[src/rtl/cu_pkg.sv]
package cu_pkg;
  typedef enum logic [1:0] {
    PRE_B = 2'b00,
    PRE_M = 2'b01,
    PRE_W = 2'b10,
    PRE_X = 2'b11
  } pre_e;
endpackage

[src/rtl/cu_frame_tracker.sv]
module cu_frame_tracker
  import cu_pkg::*;
#(
  parameter int N_FRAMES = 8,
  localparam int IDX_W = $clog2(N_FRAMES)
) (
  input  logic             clk_i,
  input  logic             rst_ni,
  input  logic             sf_valid_i,
  input  pre_e             pre_i,
  input  logic             acq_ok_i,
  output logic             accept_o,
  output logic [IDX_W-1:0] idx_o,
  output logic             half_o,
  output logic             sob_o,
  output logic             complete_o,
  output logic             err_o
);
  logic             active_q, half_q, sob_q, err_q;
  logic [IDX_W-1:0] idx_q;
  logic             is_first, grp_head, chk_fail, accept;

  always_comb begin
    is_first = (pre_i == PRE_B) || (pre_i == PRE_M);
    grp_head = active_q && !half_q && (idx_q == '0);
    chk_fail = 1'b0;
    accept   = 1'b0;
    if (sf_valid_i && acq_ok_i) begin
      if (!active_q)                accept   = (pre_i == PRE_B);
      else if (grp_head && !is_first) chk_fail = 1'b1;
      else                          accept   = 1'b1;
    end
  end

  assign complete_o = accept && half_q && (idx_q == IDX_W'(N_FRAMES - 1));

  always_ff @(posedge clk_i or negedge rst_ni) begin
    if (!rst_ni) begin
      active_q <= 1'b0;
      half_q   <= 1'b0;
      idx_q    <= '0;
      sob_q    <= 1'b0;
      err_q    <= 1'b0;
    end else begin
      err_q <= chk_fail;
      if (!acq_ok_i || chk_fail) begin
        active_q <= 1'b0;
        half_q   <= 1'b0;
        idx_q    <= '0;
      end else if (accept) begin
        active_q <= 1'b1;
        if (half_q) begin
          half_q <= 1'b0;
          idx_q  <= (idx_q == IDX_W'(N_FRAMES - 1)) ? '0 : idx_q + 1'b1;
        end else begin
          half_q <= 1'b1;
          if (idx_q == '0) sob_q <= (pre_i == PRE_B);
        end
      end
    end
  end

  assign accept_o = accept;
  assign idx_o    = idx_q;
  assign half_o   = half_q;
  assign sob_o    = sob_q;
  assign err_o    = err_q;


  drop_on_disable_chk: assert property (@(posedge clk_i) disable iff (!rst_ni)
    !acq_ok_i |=> !active_q);

  err_needs_lock_chk: assert property (@(posedge clk_i) disable iff (!rst_ni)
    err_q |-> ($past(active_q) && !active_q));
endmodule

[src/rtl/cu_bit_packer.sv]
module cu_bit_packer #(
  parameter int N_FRAMES = 8,
  localparam int IDX_W = $clog2(N_FRAMES),
  localparam int U_W   = 2 * N_FRAMES,
  localparam int C_W   = N_FRAMES,
  localparam int W_W   = U_W + C_W + 1
) (
  input  logic             clk_i,
  input  logic             rst_ni,
  input  logic             accept_i,
  input  logic [IDX_W-1:0] idx_i,
  input  logic             half_i,
  input  logic             c_sel_i,
  input  logic             c_bit_i,
  input  logic             u_bit_i,
  input  logic             sob_i,
  input  logic             complete_i,
  output logic [W_W-1:0]   word_o,
  output logic             word_valid_o
);
  logic [U_W-1:0] u_q, u_nxt;
  logic [C_W-1:0] c_q, c_nxt;
  logic [W_W-1:0] word_q;
  logic           valid_q;

  always_comb begin
    u_nxt = u_q;
    c_nxt = c_q;
    if (accept_i) begin
      u_nxt[{idx_i, half_i}] = u_bit_i;
      if (half_i == c_sel_i) c_nxt[idx_i] = c_bit_i;
    end
  end

  always_ff @(posedge clk_i or negedge rst_ni) begin
    if (!rst_ni) begin
      u_q     <= '0;
      c_q     <= '0;
      word_q  <= '0;
      valid_q <= 1'b0;
    end else begin
      u_q     <= u_nxt;
      c_q     <= c_nxt;
      valid_q <= complete_i;
      if (complete_i) word_q <= {sob_i, c_nxt, u_nxt};
    end
  end

  assign word_o       = word_q;
  assign word_valid_o = valid_q;


  word_hold_chk: assert property (@(posedge clk_i) disable iff (!rst_ni)
    !complete_i |=> ($stable(word_q) && !valid_q));
endmodule

[src/rtl/cu_dma_req.sv]
module cu_dma_req (
  input  logic clk_i,
  input  logic rst_ni,
  input  logic complete_i,
  input  logic dma_en_i,
  input  logic ack_i,
  output logic req_o
);
  logic req_q;

  always_ff @(posedge clk_i or negedge rst_ni) begin
    if (!rst_ni)                     req_q <= 1'b0;
    else if (complete_i && dma_en_i) req_q <= 1'b1;
    else if (ack_i)                  req_q <= 1'b0;
  end

  assign req_o = req_q;


  req_on_done_chk: assert property (@(posedge clk_i) disable iff (!rst_ni)
    (complete_i && dma_en_i) |=> req_q);

  no_spurious_req_chk: assert property (@(posedge clk_i) disable iff (!rst_ni)
    $rose(req_q) |-> $past(complete_i && dma_en_i));

  req_hold_chk: assert property (@(posedge clk_i) disable iff (!rst_ni)
    (req_q && !ack_i) |=> req_q);
endmodule

[src/rtl/chstat_user_collector.sv]
module chstat_user_collector
  import cu_pkg::*;
#(
  parameter int N_FRAMES = 8
) (
  input  logic                  clk_i,
  input  logic                  rst_ni,
  input  logic                  sf_valid_i,
  input  logic [1:0]            sf_pre_i,
  input  logic                  sf_c_i,
  input  logic                  sf_u_i,
  input  logic                  sync_done_i,
  input  logic [1:0]            acq_mode_i,
  input  logic                  c_sel_i,
  input  logic                  dma_en_i,
  input  logic                  dma_ack_i,
  output logic [3*N_FRAMES:0]   stat_word_o,
  output logic                  stat_valid_o,
  output logic                  dma_req_o,
  output logic                  pre_err_o
);
  localparam int IDX_W = $clog2(N_FRAMES);

  logic             acq_ok, accept, half, sob, complete;
  logic [IDX_W-1:0] idx;

  // modes 01 and 11 enable
  assign acq_ok = sync_done_i && acq_mode_i[0];

  cu_frame_tracker #(.N_FRAMES(N_FRAMES)) u_trk (
    .clk_i      (clk_i),
    .rst_ni     (rst_ni),
    .sf_valid_i (sf_valid_i),
    .pre_i      (pre_e'(sf_pre_i)),
    .acq_ok_i   (acq_ok),
    .accept_o   (accept),
    .idx_o      (idx),
    .half_o     (half),
    .sob_o      (sob),
    .complete_o (complete),
    .err_o      (pre_err_o)
  );

  cu_bit_packer #(.N_FRAMES(N_FRAMES)) u_pack (
    .clk_i        (clk_i),
    .rst_ni       (rst_ni),
    .accept_i     (accept),
    .idx_i        (idx),
    .half_i       (half),
    .c_sel_i      (c_sel_i),
    .c_bit_i      (sf_c_i),
    .u_bit_i      (sf_u_i),
    .sob_i        (sob),
    .complete_i   (complete),
    .word_o       (stat_word_o),
    .word_valid_o (stat_valid_o)
  );

  cu_dma_req u_dma (
    .clk_i      (clk_i),
    .rst_ni     (rst_ni),
    .complete_i (complete),
    .dma_en_i   (dma_en_i),
    .ack_i      (dma_ack_i),
    .req_o      (dma_req_o)
  );
endmodule

[config.mk]
export PLATFORM = sky130hd
export DESIGN_NAME = chstat_user_collector
export DESIGN_NICKNAME = d
export VERILOG_FILES = /design/src/rtl/cu_pkg.sv /design/src/rtl/cu_frame_tracker.sv /design/src/rtl/cu_bit_packer.sv /design/src/rtl/cu_dma_req.sv /design/src/rtl/chstat_user_collector.sv
export SDC_FILE = /design/constraint.sdc
export NUM_CORES = 1
export LEC_CHECK = 0
export BUFFER_PORTS_ARGS = -buffer_cell sky130_fd_sc_hd__buf_2
export CORE_ASPECT_RATIO = 0.9
export CORE_MARGIN = 10
export CORE_UTILIZATION = 25
export CTS_CLUSTER_SIZE = 10
export DETAILED_ROUTE_END_ITERATION = 8
export PLACE_DENSITY_LB_ADDON = 0.2
export SLEW_MARGIN = 25
export SYNTH_ARGS = -nofsm -noshare
export SYNTH_HDL_FRONTEND = slang
export SYNTH_SLANG_ARGS = --single-unit
[constraint.sdc]
create_clock -name clk_i -period 3.13 [get_ports clk_i]
set_clock_uncertainty 0.1 [all_clocks]
set_input_delay 0.1565 -clock clk_i [delete_from_list [all_inputs] [get_ports clk_i]]
set_output_delay 0.1565 -clock clk_i [all_outputs]
set_load 0.05 [all_outputs]
==> results of run 1 <==
worst min-delay path by stage:
stage / slack (ps) / cells past startpoint / end / start
after floorplan: -240 / 0 / u_dma.req_o / rst_ni
after global placement: 110 / 1 / u_dma.req_o / rst_ni
after detailed placement: 110 / 1 / u_dma.req_o / rst_ni
after CTS: 100 / 3 / u_trk.err_o / sf_pre_i[1]
after global routing: 120 / 3 / u_trk.err_o / sf_pre_i[1]
final: 120 / 3 / u_trk.err_o / sf_pre_i[1]
timing repair:
| action | 4_1_cts | 5_1_grt |
|---|---|---|
| endpoints found under the setup margin | 0 | 0 |
| endpoints found under the hold margin | 25 | 0 |
| hold buffers | 5 | 0 |
| setup buffers | 0 | 0 |
report_power, final:
| group | switching, mW | internal [mW] | leakage (nW) | total, mW |
|---|---|---|---|---|
| clock | 0.335 | 0.609 | 0.142 | 0.944 |
| combinational | 0.0427 | 0.0278 | 0.694 | 0.0705 |
| sequential | 0.00633 | 0.762 | 0.806 | 0.768 |
flip-flops by register name, summed over array words and instances, names as in the netlist:
signal	count
u_pack.c_q	8
u_pack.u_q	16
u_trk.err_o	1
u_dma.req_o	1
u_trk.idx_o	3
u_pack.word_o	25
u_trk.half_o	1
u_trk.sob_o	1
u_pack.word_valid_o	1
u_trk.active_q	1
critical path: cells and delay by family (launching register included):
family                     cells  cell delay (ps)
AOI/OAI and AO/OA              1               70
and+or+nand+nor                3              340
adders and majority gates      2              420
DFF                            1              500
buffers and inverters          4             1220
per-stage QoR:
step / power [mW] / instances / setup WS [ps] / utilization (%)
2_1_floorplan: 0.808 / 258 / 951 / -
3_3_place_gp: 0.845 / 423 / 686 / 28.6
3_5_place_dp: 0.846 / 423 / 670 / 28.6
5_1_grt: 1.86 / 444 / 166 / 31.8
6_report: 1.78 / 444 / 338 / 31.8
4_1_cts: 1.81 / 444 / 311 / 31.8
area by class of cell:
class	instances	area, um^2
timing repair buffer	52	305
fill	1125	7350
multi-input combinational	180	1190
tap	133	166
inverter	5	18.8
clock inverter	6	57.6
sequential	58	1450
clock buffer	10	229
synth_stat cells (2+ instances only):
cell | instances | area share [%]
a21oi_1 | 2 | 0.37
a311oi_1 | 2 | 0.64
and2_1 | 2 | 0.46
and3_1 | 3 | 0.69
buf_2 | 5 | 0.92
clkbuf_1 | 9 | 1.2
dfrtp_1 | 58 | 53
ha_1 | 3 | 1.4
inv_1 | 4 | 0.55
mux2_2 | 26 | 11
mux2i_1 | 9 | 3.3
nand2_1 | 46 | 6.3
nand2b_1 | 3 | 0.69
nand3_1 | 13 | 2.4
nand4_1 | 5 | 1.1
nor2_1 | 12 | 1.7
nor3_1 | 8 | 1.5
nor4_1 | 4 | 0.92
o211ai_1 | 5 | 1.4
o21a_1 | 2 | 0.55
o21ai_0 | 13 | 2.4
o31a_1 | 3 | 0.96
xnor2_1 | 2 | 0.64
layer usage:
layer | GRT usage (%) | vias to the layer above | share of wire [%]
met5 | 0 | - | 0
met4 | 2.53 | 0 | 0.61
met3 | 4.48 | 5 | 6.0
met2 | 14.2 | 42 | 46
met1 | 12.4 | 985 | 48
li1 | - | 1014 | -
cell usage in the layout (no fill, tap or decap), types with 4 or more instances in the layout:
cell type	count
inv_1	4
nand4_1	5
buf_4	8
dfrtp_1	58
buf_2	39
nor2_1	12
clkbuf_16	9
nor4_1	4
dlygate4sd3_1	5
nand2_1	46
clkinv_2	4
mux2_2	26
mux2i_1	9
nand3_1	13
o21ai_0	13
o211ai_1	5
nor3_1	8
kinds of logic after synthesis:
| group | share of synthesized area [%] |
|---|---|
| xor+xnor | 0.643 |
| simple gates | 18.4 |
| fa+ha+maj | 1.38 |
| flops | 53.2 |
| compound gates | 9.18 |
| mux | 14.0 |
| buf+inv | 3.12 |
==> out/qor.txt, run 1 <==
Overflow after GRT: 0
Yosys reg bits: 58
Largest net degree at the start of global routing: 26
Final nets: 322
Outcome: complete, no violations
Global router's overall resource usage: 9.62%
Initial antenna violation count: 0
Io pins: 41
Initial DRC Count: 86
Die Wd: 130 um
TritonCTS clock tree: built
Core footprint: 10800 um^2
DP HPWL: 5.15 mm
RSZ-0062 raised after global routing: false
CP Data Arrival Time: 2890 ps
Max Fclk: 358 MHz
Worst-Margin Slew: 616 ps
Design area: 3420 um^2
Placed inst area: 3080 um^2
Post-cts gate resize count: 0
Sink Count: 58
End of the critical path: u_dma.req_o
Die area: 15500 um^2
Seq/Total Area, Yosys: 53.2%
Clk slew on worst S/H paths: 50 ps
Critical path launch point: u_trk.idx_o[0]
Synth Instances: 258
CTS Buf Count: 9
CP max-delay cell: dlygate4sd3_1
Fin. max-slew vios: 0
Pwr dens: 521 nW/um^2
Slew HR: 59.0%
Number of global-route vias before repair: 2181
Minimum clock period: 2790 ps
Critical Path Max Stage Delay: 550 ps
Reg-to-Reg Start: u_trk.idx_o[0]
Row cnt: 36
H-tree lvl count: 3
WL/cell: 15.9 um
Antenna diodes: 0
Die H: 119 um
Worst-path maximum fanout: 12
Starting Density: 25.3%
Clock root cell: clkbuf_16
Via density: 4.61
First-pass GRT wire length: 11.7 mm
FF-to-FF setup slack: 340 ps
Routability cong.: 0.791
Period utilization: 89.2%
Vias: 2046
Fin Hold WS: 117 ps
Post-Synthesis Cell Area: 2730 um^2
Setup TNS: 0 ps
Prevailing post-synth register cell: dfrtp_1
Clock Latency Late Sink: 330 ps
Worst reg2reg path depth: 10
# Max-Cap Violations: 0
Worst Setup End Kind: flip-flop
Mean Syn Cell Area: 10.6 um^2
Final WL: 7.08 mm
DRC viols: 0
Req. time, crit path: 3230 ps
Routed Antenna Nets: 0
# setup viols final: 0
Post-synth EDFFs: 0
HP Class: input port to flip-flop
LEAKAGE: 1.64 nW
YS warnings: 0
Yosys cell types: 42
Total iterations of the first detailed-routing run: 4
Port Buffers: 39
CP startpoint kind: flip-flop
IR drop worst, VDD: 206 uV
Async SR Flop Fraction: 100%
Clk buf depth: 2
Syn_nets: 274
Proportion of layout cells with a drive suffix above 1: 30.5%
R2r endpoint: u_dma.req_o
Worst path cell trace: buf_4, ha_1, ha_1, and2_1, nand3_1, clkinv_1, buf_4, nand2_1, o21ai_0, dlygate4sd3_1
Setup Crit Path Kind: flip-flop to flip-flop
Area delta synth->final: 25.4%
Final Hold Vio Count: 0
Power figures use the tool's default switching activity.
==> run 2, diff against run 1 <==
- CTS_CLUSTER_SIZE: 10 -> default
- SYNTH_HIERARCHICAL: default -> 1
==> run 2 against run 1 <==
Effect of this change: setup slack gained 340 ps; critical endpoint is now u_dma/req_o; critical path type is now input port to flip-flop; final cell count shrank 2.5%; flip-flop and latch count is the same.
==> out/qor.txt, run 2 <==
Outcome: complete, no violations
Seq/Total Area, Yosys: 56.8% (+3.5 points)
LEAKAGE: 1.65 nW (+0.37%)
Global router's overall resource usage: 9.32% (-0.30 points)
Number of global-route vias before repair: 2127 (-2.5%)
First-pass GRT wire length: 11.0 mm (-6.0%)
Final non-filler cell total: 433 (-2.5%)
Via density: 4.63 (+0.39%)
Ranking of synthesized cells by area: dfrtp_1 57%, nand2_1 6.5%, a31oi_1 5.9%, o21ai_0 5.1%, nor2_1 3.8%
Post-synth EDFFs: 0 (unchanged)
# setup viols final: 0 (unchanged)
Sink Count: 58 (unchanged)
Most area-hungry cell type in the Yosys netlist: dfrtp_1
YS warnings: 6 (+6)
Total iterations of the first detailed-routing run: 4 (unchanged)
Post-synth top cells: 58 x dfrtp_1, 44 x nand2_1, 26 x nor2_1, 26 x o21ai_0, 24 x a31oi_1
Placed cells: 413 (-2.4%)
CP startpoint kind: input port
CTS Buf Count: 9 (unchanged)
RSZ-0062 raised after global routing: false
Clock Latency Late Sink: 320 ps (about the same)
Worst slack, placed: 715 ps (+45.7 ps)
Worst-path maximum fanout: 30 (+18)
Buffers plus inverters on the worst setup path: 3 (-1)
CP max-delay cell: and3_2
Largest net degree at the start of global routing: 59 (+130%)
Clock root cell: clkbuf_16
Critical Path Max Stage Delay: 650 ps (+100 ps)
Critical path's top delay family: buffers and inverters
Routed Antenna Nets: 0 (unchanged)
Clk slew on worst S/H paths: 50 ps (about the same)
Commonest cells after routing, fill and taps aside: 58 x dfrtp_1, 44 x nand2_1, 39 x buf_2
Routability cong.: 0.740 (-6.5%)
DP HPWL: 4.34 mm (-16%)
Final worst slack: 682 ps (+344 ps)
Mean Syn Cell Area: 10.1 um^2 (-4.4%)
Async SR Flop Fraction: 100% (unchanged)
Io pins: 41 (unchanged)
Post-Synthesis Cell Area: 2560 um^2 (-6.2%)
Design area: 3250 um^2 (-4.8%)
Row cnt: 34 (-5.6%)
Req. time, crit path: 3290 ps (+60 ps)
DRC viols: 0 (unchanged)
Setup Crit Path Kind: input port to flip-flop
CP Data Arrival Time: 2600 ps (-290 ps)
Placed inst area: 2910 um^2 (-5.6%)
H-tree lvl count: 3 (unchanged)
Port Buffers: 39 (unchanged)
Worst-Margin Slew: 850 ps (+234 ps)
Yosys cell types: 42 (unchanged)
Initial DRC Count: 138 (+60%)
Final Hold Vio Count: 0 (unchanged)
Worst Setup End Kind: flip-flop
Minimum clock period: 2450 ps (-344 ps)
Most common cell after layout, fill and taps aside: dfrtp_1
Die H: 116 um (-2.6%)
Most numerous cell on the critical path: dlygate4sd3_1
Die Wd: 127 um (-2.7%)
Most common cell in the synthesized netlist: dfrtp_1
Prevailing post-synth register cell: dfrtp_1
Yosys top cell area share: 56.8% (+3.5 points)
Max reg flops: 25 (unchanged)
Overflow after GRT: 0 (unchanged)
Initial antenna violation count: 0 (unchanged)
Yosys reg bits: 58 (unchanged)
Synth Instances: 253 (-1.9%)
# Max-Cap Violations: 0 (unchanged)
Final WL: 6.54 mm (-7.6%)
Max Fclk: 409 MHz (+14%)
WL/cell: 15.1 um (-5.3%)
HP Class: input port to flip-flop
Setup TNS: 0 ps (unchanged)
Fin Hold WS: 80.9 ps (-36.5 ps)
Vias: 2003 (-2.1%)
IR drop worst, VDD: 204 uV (-0.99%)
Antenna diodes: 0 (unchanged)
TritonCTS clock tree: built
Starting Density: 26.0% (+0.69 points)
Fin. max-slew vios: 0 (unchanged)
Final nets: 319 (-0.93%)
Core footprint: 9830 um^2 (-8.7%)
Syn_nets: 269 (-1.8%)
Post-CTS Setup Bufs: 0 (unchanged)
Period utilization: 78.2% (-11 points)
Proportion of layout cells with a drive suffix above 1: 24.1% (-6.4 points)
Clk buf depth: 2 (unchanged)
Die area: 14700 um^2 (-5.3%)
Slew HR: 43.2% (-16 points)
Worst path cell trace: dlygate4sd3_1, buf_2, o21bai_1, and3_2, nand2_1, o21ai_2, dlygate4sd3_1
Area delta synth->final: 27.3%
Pwr dens: 551 nW/um^2 (+5.7%)
==> run 2: worst register-to-register path: cells and delay by family (launching register included) <==
kind            cells  cell delay (ps)
simple gates        4             1090
flops               1              330
buf+inv             2              290
compound gates      2              270
fa+ha+maj           1              180
==> run 2: layout make-up <==
cell class,instances,area (um^2)
fillers,1013,6570
flip-flops and latches,58,1450
multi-input cells,177,1030
repair buffers,52,305
clock buffers,10,239
well taps,126,158
clock inverters,5,55.1
inverters,5,18.8
==> run 2: final timing paths <==
kind,slack [ps],from,depth (start not counted),endpoint
max reg2reg,720,u_trk/idx_o[0],9,u_pack/word_o[0]
max,680,sf_pre_i[0],7,u_dma/req_o
min reg2reg,380,u_pack/u_q[0],2,u_pack/u_q[0]
min,80,sf_valid_i,3,u_trk/active_q
max in group asynchronous,2000,rst_ni,3,u_pack/c_q[2]
min in group asynchronous,430,rst_ni,3,u_pack/word_o[14]
==> run 2: metal layers <==
layer / vias up / global-route usage, % / share of wire (%)
met1: 963 / 11.5 / 49
li1: 1005 / - / -
met3: 7 / 3.47 / 4.6
met2: 28 / 14.5 / 44
met5: - / 0 / 0
met4: 0 / 3.64 / 1.5
==> run 2: stage by stage <==
step / util, % / power [mW]
after global placement: 29.6 / 0.846
after floorplan: - / 0.808
after CTS: 33.1 / 1.83
final: 33.1 / 1.79
after global routing: 33.1 / 1.86
after detailed placement: 29.6 / 0.847
==> run 2: power by group <==
part	switching (mW)	internal [mW]	leakage (nW)	total (mW)
logic	0.0489	0.0257	0.703	0.0745
registers	0.00378	0.761	0.804	0.765
clock network	0.325	0.629	0.140	0.954
total	0.378	1.42	1.65	1.79
==> run 2: cell families after synthesis <==
logic type,count (synthesis),share of synthesized area [%]
flops,58,56.8
buf+inv,18,3.08
fa+ha+maj,3,1.47
mux,1,0.440
compound gates,63,14.7
simple gates,108,22.6
xor+xnor,2,0.979
==> run 2: what timing repair did <==
item	4_1_cts	5_1_grt
gates resized for setup	0	0
hold buffers	5	0
endpoints found under the hold margin	60	0
==> run 3, diff against run 2 <==
- ABC_AREA: default -> 1
- clock period: 3.13 -> 2.1 ns (I/O delays scaled with it)
==> run 3 against run 2 <==
Effect of this change: global-route usage shrank 0.64 points; sequential share of layout area shrank 5.1 points; clock-buffer cell count grew 1; non-clock buffer count shrank 1; final cell count grew 33%; combinational power grew 38%; power grew 49%; synthesized area grew 15%; sequential power grew 48%; clock power grew 51%; setup slack lost 440 ps; first-iteration DRC count shrank 30%.
==> out/qor.txt, run 3 <==
Outcome: complete, no violations
Yosys cell types: 23 (-45%)
Routed Antenna Nets: 0 (unchanged)
Period utilization: 88.3%
WL/cell: 11.5 um (-24%)
Seq/Total Area, Yosys: 49.3% (-7.5 points)
Number of global-route vias before repair: 2278 (+7.1%)
Clk buf depth: 2 (unchanged)
Async SR Flop Fraction: 100% (unchanged)
Fin. max-slew vios: 0 (unchanged)
DRC viols: 0 (unchanged)
First-pass GRT wire length: 11.4 mm (+4.0%)
Yosys top cell area share: 49.3% (-7.5 points)
GR Util met2: 14.3% (-0.23 points)
Ranking of synthesized cells by area: dfrtp_1 49%, nand2_1 17%, inv_1 8.0%, nand3_1 7.5%, nor2_4 3.8%
Port Buffers: 39 (unchanged)
Io pins: 41 (unchanged)
IR drop worst, VDD: 337 uV (+65%)
Multi-input gate area: 1170 um^2 (+14%)
Die Wd: 134 um (+6.2%)
Global router's overall resource usage: 8.68% (-0.64 points)
Pwr dens: 727 nW/um^2 (+32%)
Antenna diodes: 0 (unchanged)
Met3 Resource Use GR: 2.51% (-0.96 points)
Overflow after GRT: 0 (unchanged)
Final Hold Vio Count: 0 (unchanged)
Max reg flops: 25 (unchanged)
Crit path depth: 10 (+3)
Worst Setup End Kind: flip-flop
Commonest cells after routing, fill and taps aside: 136 x nand2_1, 63 x inv_1, 58 x dfrtp_1
Fillers: 1242 (+23%)
Total iterations of the first detailed-routing run: 4 (unchanged)
Prevailing post-synth register cell: dfrtp_1
Routability cong.: 0.722 (-2.4%)
Die H: 123 um (+6.1%)
TritonCTS clock tree: built
Storage cell area: 1450 um^2 (unchanged)
Design area: 3680 um^2 (+13%)
Most common cell after layout, fill and taps aside: nand2_1
Post-synth top cells: 136 x nand2_1, 63 x inv_1, 58 x dfrtp_1
Sink Count: 58 (unchanged)
M1 GR Usage: 10.3% (-1.2 points)
Proportion of layout cells with a drive suffix above 1: 23.3% (-0.77 points)
Synth Instances: 365 (+44%)
Placed inst area: 3330 um^2 (+14%)
Initial antenna violation count: 0 (unchanged)
Minimum clock period: 1850 ps
Starting Density: 25.6% (-0.37 points)
Setup Crit Path Kind: flip-flop to flip-flop
Row cnt: 37 (+8.8%)
YS warnings: 6 (unchanged)
CP Data Arrival Time: 1960 ps (-640 ps)
CP startpoint kind: flip-flop
Most area-hungry cell type in the Yosys netlist: dfrtp_1
Placed cells: 557 (+35%)
Clock Latency Late Sink: 320 ps (about the same)
Mean Syn Cell Area: 8.07 um^2 (-20%)
Post-Synthesis Cell Area: 2940 um^2 (+15%)
Post-synth EDFFs: 0 (unchanged)
Initial DRC Count: 96 (-30%)
Syn_nets: 381 (+42%)
Vias: 2312 (+15%)
CP max-delay cell: dfrtp_1
Post-CTS Setup Bufs: 0 (unchanged)
Critical Path Max Stage Delay: 340 ps (-310 ps)
Worst path cell trace: inv_1, ha_1, nand3_1, nor2_4, nor2_4, nand2_4, nor2_4, nand3_1, nand3_1, nand2_1
Core footprint: 11500 um^2 (+17%)
Most common cell in the synthesized netlist: nand2_1
Setup TNS: 0 ps (unchanged)
Largest net degree at the start of global routing: 59 (unchanged)
LEAKAGE: 1.99 nW (+21%)
HP Class: input port to flip-flop
Final non-filler cell total: 576 (+33%)
Worst-path maximum fanout: 6 (-80%)
Via density: 4.01 (-13%)
Clk slew on worst S/H paths: 50 ps (about the same)
Slew HR: 62.9% (+20 points)
Max Fclk: 539 MHz
RSZ-0062 raised after global routing: false
Grt peak-use layer: met2
Buffers plus inverters on the worst setup path: 1 (-2)
# setup viols final: 0 (unchanged)
# Max-Cap Violations: 0 (unchanged)
Final nets: 433 (+36%)
CTS Buf Count: 9 (unchanged)
Die area: 16500 um^2 (+13%)
Req. time, crit path: 2200 ps (-1090 ps)
Final WL: 6.64 mm (+1.6%)
Hold depth: 4 (+1)
Critical path's top delay family: simple AND/OR/NAND/NOR gates
Worst-Margin Slew: 556 ps (-294 ps)
Finished Core Util: 32.0% (-1.1 points)
Worst reg2reg path depth: 10 (+1)
Yosys reg bits: 58 (unchanged)
Clock root cell: clkbuf_16
DP HPWL: 4.59 mm (+5.7%)
H-tree lvl count: 3 (unchanged)
Area delta synth->final: 24.9%
run 3: cell types whose count changed in the layout (fill, tap and decap cells not counted), moves of 4 or more:
cell,change
nor2_4,+10
nor2_1,-20
a31oi_1,-24
o21ai_0,-25
nand3_1,+32
inv_1,+58
nand2_4,+4
nand2_2,+7
nand2_1,+92
nand3_2,+10
run 3: through the flow:
stage | worst slack [ps] | hold WS, ps | power (mW)
floorplan | 144 | -291 | 1.21
global placement | 195 | 44.2 | 1.25
detailed placement | 183 | 45.4 | 1.25
CTS | 153 | 17.6 | 2.72
global route | 49.9 | 33.7 | 2.79
finish | 246 | 27.6 | 2.67
run 3: cell type report:
| class | instances | area share [%] |
|---|---|---|
| Clock buffer | 11 | 6.87 |
| Clock inverter | 3 | 1.09 |
| Inverter | 67 | 7.04 |
| Multi-Input combinational cell | 230 | 31.8 |
| Sequential cell | 58 | 39.5 |
| Tap cell | 156 | 5.31 |
| Timing Repair Buffer | 51 | 8.44 |
run 3: where the power goes:
group	total [mW]	internal [mW]	leakage, nW	switching, mW
registers	1.13	1.13	0.688	0.00373
clock network	1.44	0.963	0.147	0.472
logic	0.103	0.0335	1.15	0.0698
total	2.67	2.13	1.99	0.546
run 3: timing repair:
| action | in CTS | in global routing |
|---|---|---|
| endpoints found under the setup margin | 0 | 3 |
| hold endpoints to repair | 61 | 0 |
| resized for setup | 0 | 2 |
| hold buffers | 5 | 0 |
run 3: routing by layer:
metal	wire, um	share of wire (%)	vias up
met1	3080	46	1068
li1	-	-	1205
met4	116	1.7	0
met5	0	0	-
met2	3120	47	30
met3	318	4.8	9
run 3: worst min-delay path: stages:
cell,delay [ps]
buf_2,120
nor2_2,50
nand4_1,90
nand2_1,50
run 3: worst paths after layout:
check	from	end	slack [ps]
max	u_trk/idx_o[0]	u_pack/word_o[15]	250
min	sf_pre_i[1]	u_trk/sob_o	30
max reg2reg	u_trk/idx_o[0]	u_pack/word_o[15]	250
min reg2reg	u_pack/word_o[22]	u_pack/word_o[22]	370
max in group asynchronous	rst_ni	u_pack/word_o[6]	1410
min in group asynchronous	rst_ni	u_pack/word_o[18]	240
run 3: cells by family after synthesis:
group,after synthesis,share of synthesized area (%)
AND/OR/NAND/NOR,223,37.0
adder cells (fa/ha/maj),3,1.28
flip-flops,58,49.3
buffers and inverters,77,11.1
AO/OA/AOI/OAI,4,1.32
